[src/rtl/hz_pkg.sv]
package hz_pkg;
  // Grouped control outputs of the hazard unit
  typedef struct packed {
    logic pc_we;
    logic ifid_we;
    logic bubble;
    logic flush;
  } hz_ctl_t;

  // Control word when nothing stalls or redirects
  localparam hz_ctl_t HZ_CTL_RUN = '{pc_we: 1'b1, ifid_we: 1'b1, bubble: 1'b0, flush: 1'b0};
endpackage

[src/rtl/hz_loaduse_detect.sv]
module hz_loaduse_detect #(
  parameter int unsigned AW = 5
) (
  input  logic          ex_mem_rd,
  input  logic [AW-1:0] ex_dst,
  input  logic [AW-1:0] dec_src_a,
  input  logic [AW-1:0] dec_src_b,
  output logic          hit
);
  localparam logic [AW-1:0] ZERO_REG = '0;

  // A nonzero destination feeds a source when both fields agree
  function automatic logic dst_feeds(input logic [AW-1:0] dst, input logic [AW-1:0] src);
    return (dst != ZERO_REG) && (dst == src);
  endfunction

  always_comb begin
    hit = ex_mem_rd && (dst_feeds(ex_dst, dec_src_a) || dst_feeds(ex_dst, dec_src_b));
  end
endmodule

[src/rtl/hz_stall_gate.sv]
module hz_stall_gate (
  input  logic clk,
  input  logic rst_n,
  input  logic hit,
  output logic stall,
  output logic stalled_last
);
  // The bubble now sits in execute, so a repeated match is stale
  always_comb stall = hit && !stalled_last;

  always_ff @(posedge clk or negedge rst_n) begin
    if (!rst_n) stalled_last <= 1'b0;
    else        stalled_last <= stall;
  end
endmodule

[src/rtl/hz_redirect.sv]
module hz_redirect (
  input  logic br_taken,
  input  logic jump,
  input  logic stall,
  output logic redirect_req,
  output logic flush
);
  always_comb begin
    redirect_req = br_taken || jump;
    // Stall wins: the branch stays in decode and flushes next cycle
    flush        = redirect_req && !stall;
  end
endmodule

[src/rtl/hazard_ctl_unit.sv]
module hazard_ctl_unit #(
  parameter int unsigned AW = 5
) (
  input  logic          clk,
  input  logic          rst_n,
  input  logic [AW-1:0] dec_src_a,
  input  logic [AW-1:0] dec_src_b,
  input  logic [AW-1:0] ex_dst,
  input  logic          ex_mem_rd,
  input  logic          dec_br_taken,
  input  logic          dec_jump,
  output logic          pc_we,
  output logic          ifid_we,
  output logic          bubble_sel,
  output logic          ifid_flush
);
  import hz_pkg::*;

  logic    lu_hit;
  logic    stall;
  logic    stalled_last;
  logic    redirect_req;
  logic    flush;
  hz_ctl_t ctl;

  hz_loaduse_detect #(.AW(AW)) u_detect (
    .ex_mem_rd (ex_mem_rd),
    .ex_dst    (ex_dst),
    .dec_src_a (dec_src_a),
    .dec_src_b (dec_src_b),
    .hit       (lu_hit)
  );

  hz_stall_gate u_gate (
    .clk          (clk),
    .rst_n        (rst_n),
    .hit          (lu_hit),
    .stall        (stall),
    .stalled_last (stalled_last)
  );

  hz_redirect u_redir (
    .br_taken     (dec_br_taken),
    .jump         (dec_jump),
    .stall        (stall),
    .redirect_req (redirect_req),
    .flush        (flush)
  );

  always_comb begin
    ctl = HZ_CTL_RUN;
    if (stall) begin
      ctl.pc_we   = 1'b0;
      ctl.ifid_we = 1'b0;
      ctl.bubble  = 1'b1;
    end
    ctl.flush = flush;
  end

  assign pc_we      = ctl.pc_we;
  assign ifid_we    = ctl.ifid_we;
  assign bubble_sel = ctl.bubble;
  assign ifid_flush = ctl.flush;
endmodule

[config.mk]
export PLATFORM = sky130hd
export DESIGN_NAME = hazard_ctl_unit
export DESIGN_NICKNAME = d
export VERILOG_FILES = /design/src/rtl/hz_pkg.sv /design/src/rtl/hz_loaduse_detect.sv /design/src/rtl/hz_stall_gate.sv /design/src/rtl/hz_redirect.sv /design/src/rtl/hazard_ctl_unit.sv
export SDC_FILE = /design/constraint.sdc
export NUM_CORES = 1
export LEC_CHECK = 0
export ABC_AREA = 1
export ABC_CLOCK_PERIOD_IN_PS = 1100
export BUFFER_PORTS_ARGS = -buffer_cell sky130_fd_sc_hd__buf_4
export CORE_AREA = 2 2 39 41
export CTS_CLUSTER_DIAMETER = 150
export CTS_CLUSTER_SIZE = 8
export DETAILED_ROUTE_END_ITERATION = 8
export DIE_AREA = 0 0 41 43
export HOLD_SLACK_MARGIN = 0.02
export PLACE_DENSITY = 0.54
export SYNTH_ARGS = -nofsm -noshare
export SYNTH_HDL_FRONTEND = slang
export SYNTH_SLANG_ARGS = --single-unit
[constraint.sdc]
create_clock -name clk -period 1.1 [get_ports clk]
set_input_delay 0.055 -clock clk [delete_from_list [all_inputs] [get_ports clk]]
set_output_delay 0.055 -clock clk [all_outputs]
set_load 0.02 [all_outputs]
==> impl_metrics.prom <==
# TYPE chip_impl_metric gauge
chip_impl_info{name="run_status",value="finished, final reports clean"} 1
chip_impl_metric{name="critical_path_buf_inv_count",unit=""} 4
chip_impl_metric{name="drt-vias-per-instance",unit=""} 3.86
chip_impl_metric{name="design.core.area",unit="um2"} 1380
chip_impl_metric{name="timing.reg2reg.setup_slack",unit="ns"} 0.35
chip_impl_metric{name="cpPeakStageDelay",unit="ns"} 0.13
chip_impl_metric{name="largest_reg_flops",unit=""} 1
chip_impl_metric{name="wl_per_cell",unit="um"} 6.44
chip_impl_metric{name="place.port_buffers",unit=""} 23
chip_impl_metric{name="initial_antenna_violation_count",unit=""} 0
chip_impl_metric{name="cts_hold_repair.buffers",unit=""} 1
chip_impl_metric{name="final.setup.tns",unit="ns"} 0
chip_impl_info{name="yosys.area.top_type",value="nand2_1"} 1
chip_impl_metric{name="postLayoutSetupSlackWorst",unit="ns"} 0.225
chip_impl_metric{name="track_usage",unit=""} 0.0721
chip_impl_metric{name="detail_route.first_pass.iterations",unit=""} 2
chip_impl_metric{name="floorplan.initialDensity",unit=""} 0.187
chip_impl_metric{name="netlist_area",unit="um2"} 259
chip_impl_info{name="crit-reg2reg-capture",value="u_gate.stalled_last"} 1
chip_impl_metric{name="grt_max_degree",unit=""} 5
chip_impl_metric{name="cts_setup_buffers",unit=""} 0
chip_impl_metric{name="internal_power_consumption",unit="uW"} 121
chip_impl_metric{name="worst_ir_drop_vdd",unit="mV"} 0.235
chip_impl_metric{name="drt_first_iter_violations",unit=""} 1
chip_impl_metric{name="power.combinational.fraction",unit=""} 0.793
chip_impl_metric{name="power.density_cell_area",unit="nW/um2"} 417
chip_impl_metric{name="synth-seq-area-share",unit=""} 0.0966
chip_impl_metric{name="synthMuxAreaShare",unit=""} 0
chip_impl_metric{name="global_route_wire_length_before_repair",unit="um"} 938
chip_impl_info{name="end_kind",value="output pin"} 1
chip_impl_info{name="largest_delay_contributor_family_on_the_critical_path",value="simple AND/OR/NAND/NOR gates"} 1
chip_impl_metric{name="fin_max_slew_vios",unit=""} 0
chip_impl_metric{name="place_congestion",unit=""} 0.716
chip_impl_metric{name="avgSynthCellArea",unit="um2"} 4.71
chip_impl_metric{name="clk_pin_slew_worst_paths",unit="ns"} 0
chip_impl_metric{name="layout-drive-gt1-share",unit=""} 0.397
chip_impl_metric{name="net_load_switching_power",unit="uW"} 68.0
chip_impl_metric{name="switching_share_of_total_power",unit=""} 0.359
chip_impl_metric{name="max_clock_freq",unit="MHz"} 1140
chip_impl_info{name="registers_with_the_most_flip_flops",value="u_gate.stalled_last (1)"} 1
chip_impl_info{name="startpoint",value="ex_dst[3]"} 1
chip_impl_metric{name="synth_adder_area_share",unit=""} 0
chip_impl_info{name="worstReg2RegStart",value="u_gate.stalled_last"} 1
chip_impl_metric{name="cts-resized-gates",unit=""} 0
chip_impl_info{name="rsz0062_at_grt",value="no"} 1
chip_impl_metric{name="synth_simple_gate_area_frac",unit=""} 0.585
chip_impl_metric{name="instance_count_on_the_critical_path",unit=""} 10
chip_impl_metric{name="setup_violations",unit=""} 0
chip_impl_metric{name="dp_slack",unit="ns"} 0.211
chip_impl_info{name="min-delay-path-class",value="in -> async"} 1
chip_impl_metric{name="post_synth_xor_area_fraction",unit=""} 0.0676
chip_impl_metric{name="clock-skew-final",unit="ns"} 0
chip_impl_info{name="most-common-layout-cells",value="23 x nand2_1, 23 x buf_4, 9 x inv_1"} 1
chip_impl_info{name="cp-endpoint",value="bubble_sel"} 1
chip_impl_metric{name="max-slew-margin-rel",unit=""} 0.917
chip_impl_metric{name="syn-num-nets",unit=""} 75
chip_impl_metric{name="num_io_pins",unit=""} 24
chip_impl_metric{name="fillcell_total",unit=""} 169
chip_impl_metric{name="layout_min_cycle_time",unit="ns"} 0.875
chip_impl_metric{name="overflow",unit=""} 0
chip_impl_metric{name="final.period_utilization",unit=""} 0.795
chip_impl_metric{name="synthesis.instances",unit=""} 55
chip_impl_metric{name="synthDistinctLibCells",unit=""} 12
chip_impl_metric{name="die-area",unit="um2"} 1760
chip_impl_info{name="crit_type",value="in -> out"} 1
chip_impl_metric{name="route.antenna.remaining_nets",unit=""} 0
chip_impl_metric{name="seq_area",unit="um2"} 25.0
chip_impl_info{name="dominant_combinational_cell_family_by_area_after_synthesis",value="simple AND/OR/NAND/NOR gates"} 1
chip_impl_metric{name="number_of_remaining_drc_errors",unit=""} 0
chip_impl_metric{name="hpwl",unit="um"} 554
chip_impl_info{name="path_cells",value="buf_4, inv_2, nand2_1, nand2_1, nor2_1, nand3_1, nand2_2, nand2_2, inv_2, buf_4"} 1
chip_impl_metric{name="insertedDiodeCount",unit=""} 0
chip_impl_info{name="registers.top_by_ff_count",value="u_gate.stalled_last"} 1
chip_impl_metric{name="synth_largest_type_area_fraction",unit=""} 0.333
chip_impl_metric{name="area_of_combinational_cells_with_multiple_inputs",unit="um2"} 174
chip_impl_metric{name="seq_power_share",unit=""} 0.207
chip_impl_metric{name="clkPwrFrac",unit=""} 0
chip_impl_metric{name="crit_fanout",unit=""} 3
chip_impl_metric{name="insertion_delay",unit="ns"} 0
chip_impl_metric{name="reg2reg_depth",unit=""} 4
chip_impl_metric{name="final-hold-violation-count",unit=""} 0
chip_impl_metric{name="via_count",unit=""} 363
chip_impl_metric{name="number_of_nets_in_the_layout",unit=""} 100
chip_impl_metric{name="post_synthesis_compound_gate_area_fraction",unit=""} 0.0193
chip_impl_metric{name="die-width",unit="um"} 41
chip_impl_metric{name="timing.critical_path.arrival",unit="ns"} 0.82
chip_impl_metric{name="synth.ff_latch_count",unit=""} 1
chip_impl_metric{name="static-leakage-power",unit="uW"} 0.000301
chip_impl_metric{name="routed_wirelength",unit="um"} 605
chip_impl_metric{name="crit_required",unit="ns"} 1.04
chip_impl_metric{name="worst_pin_slew",unit="ns"} 0.123
chip_impl_metric{name="timing.max_cap.violations",unit=""} 0
chip_impl_info{name="crit_slowest_cell",value="buf_4"} 1
chip_impl_info{name="start_kind",value="primary input"} 1
chip_impl_metric{name="placementRows",unit=""} 14
chip_impl_metric{name="yosysWarningCount",unit=""} 0
chip_impl_metric{name="first_global_vias",unit=""} 284
chip_impl_info{name="synthTopCellsByArea",value="nand2_1 33%, inv_1 13%, dfrtp_1 9.7%, nor2_1 8.7%, inv_2 7.2%"} 1
chip_impl_metric{name="areaGrowthSynthToFinish",unit="%"} 75.4
chip_impl_metric{name="die_y",unit="um"} 43
[per-stage QoR]
step / power, uW / utilization / cells / hold WS [ns] / cell area, um2
after floorplan: 109 / - / 55 / -0.241 / 259
after global placement: 188 / 0.321 / 93 / -0.169 / 444
after detailed placement: 188 / 0.321 / 93 / -0.169 / 444
after CTS: 192 / 0.328 / 94 / 0.370 / 454
after global routing: 207 / 0.328 / 94 / 0.408 / 454
final: 189 / 0.328 / 94 / 0.387 / 454
[worst min-delay path by stage]
stage	from	endpoint
after global placement	rst_n	u_gate.stalled_last
after global routing	rst_n	u_gate.stalled_last
after CTS	rst_n	u_gate.stalled_last
final	rst_n	u_gate.stalled_last
after floorplan	rst_n	u_gate.stalled_last
after detailed placement	rst_n	u_gate.stalled_last
[power by group through the flow]
stage               logic [uW]  registers, uW  clock network [uW]
floorplan                 70.3           39.1                   0
finish                     150           39.1                   0
CTS                        152           39.2                   0
detailed placement         149           39.2                   0
global route               168           39.4                   0
global placement           149           39.2                   0
[cells by family (layout without fill, tap and decap cells)]
group / Yosys count / in the layout
compound gates: 1 / 1
xor+xnor: 2 / 2
flops: 1 / 1
buf+inv: 15 / 38
simple gates: 36 / 36
[cells in the mapped netlist]
master,count
nand2_1,23
inv_1,9
nor2_1,6
inv_2,5
nand2_2,3
nand3_1,2
xnor2_1,2
a21oi_1,1
buf_4,1
dfrtp_1,1
nand3b_1,1
nand4_1,1
[routing by layer]
layer	part of all wire	routed length, um	track usage
met1	0.41	248	0.0987
met4	0	0	0
met5	0	0	0
met2	0.50	303	0.128
met3	0.088	53	0
[worst register-to-register path: cells and delay by family, from the launching register on]
kind | cells | cell delay, ns
and+or+nand+nor | 2 | 0.21
DFF | 1 | 0.33
buffers and inverters | 2 | 0.13
[cell type report]
cell class | instances | share of cell area
multi-input combinational | 39 | 0.383
tap | 16 | 0.0441
timing repair buffer | 24 | 0.402
sequential | 1 | 0.0551
inverter | 14 | 0.116
No activity file was read; power rests on OpenSTA's default activity.
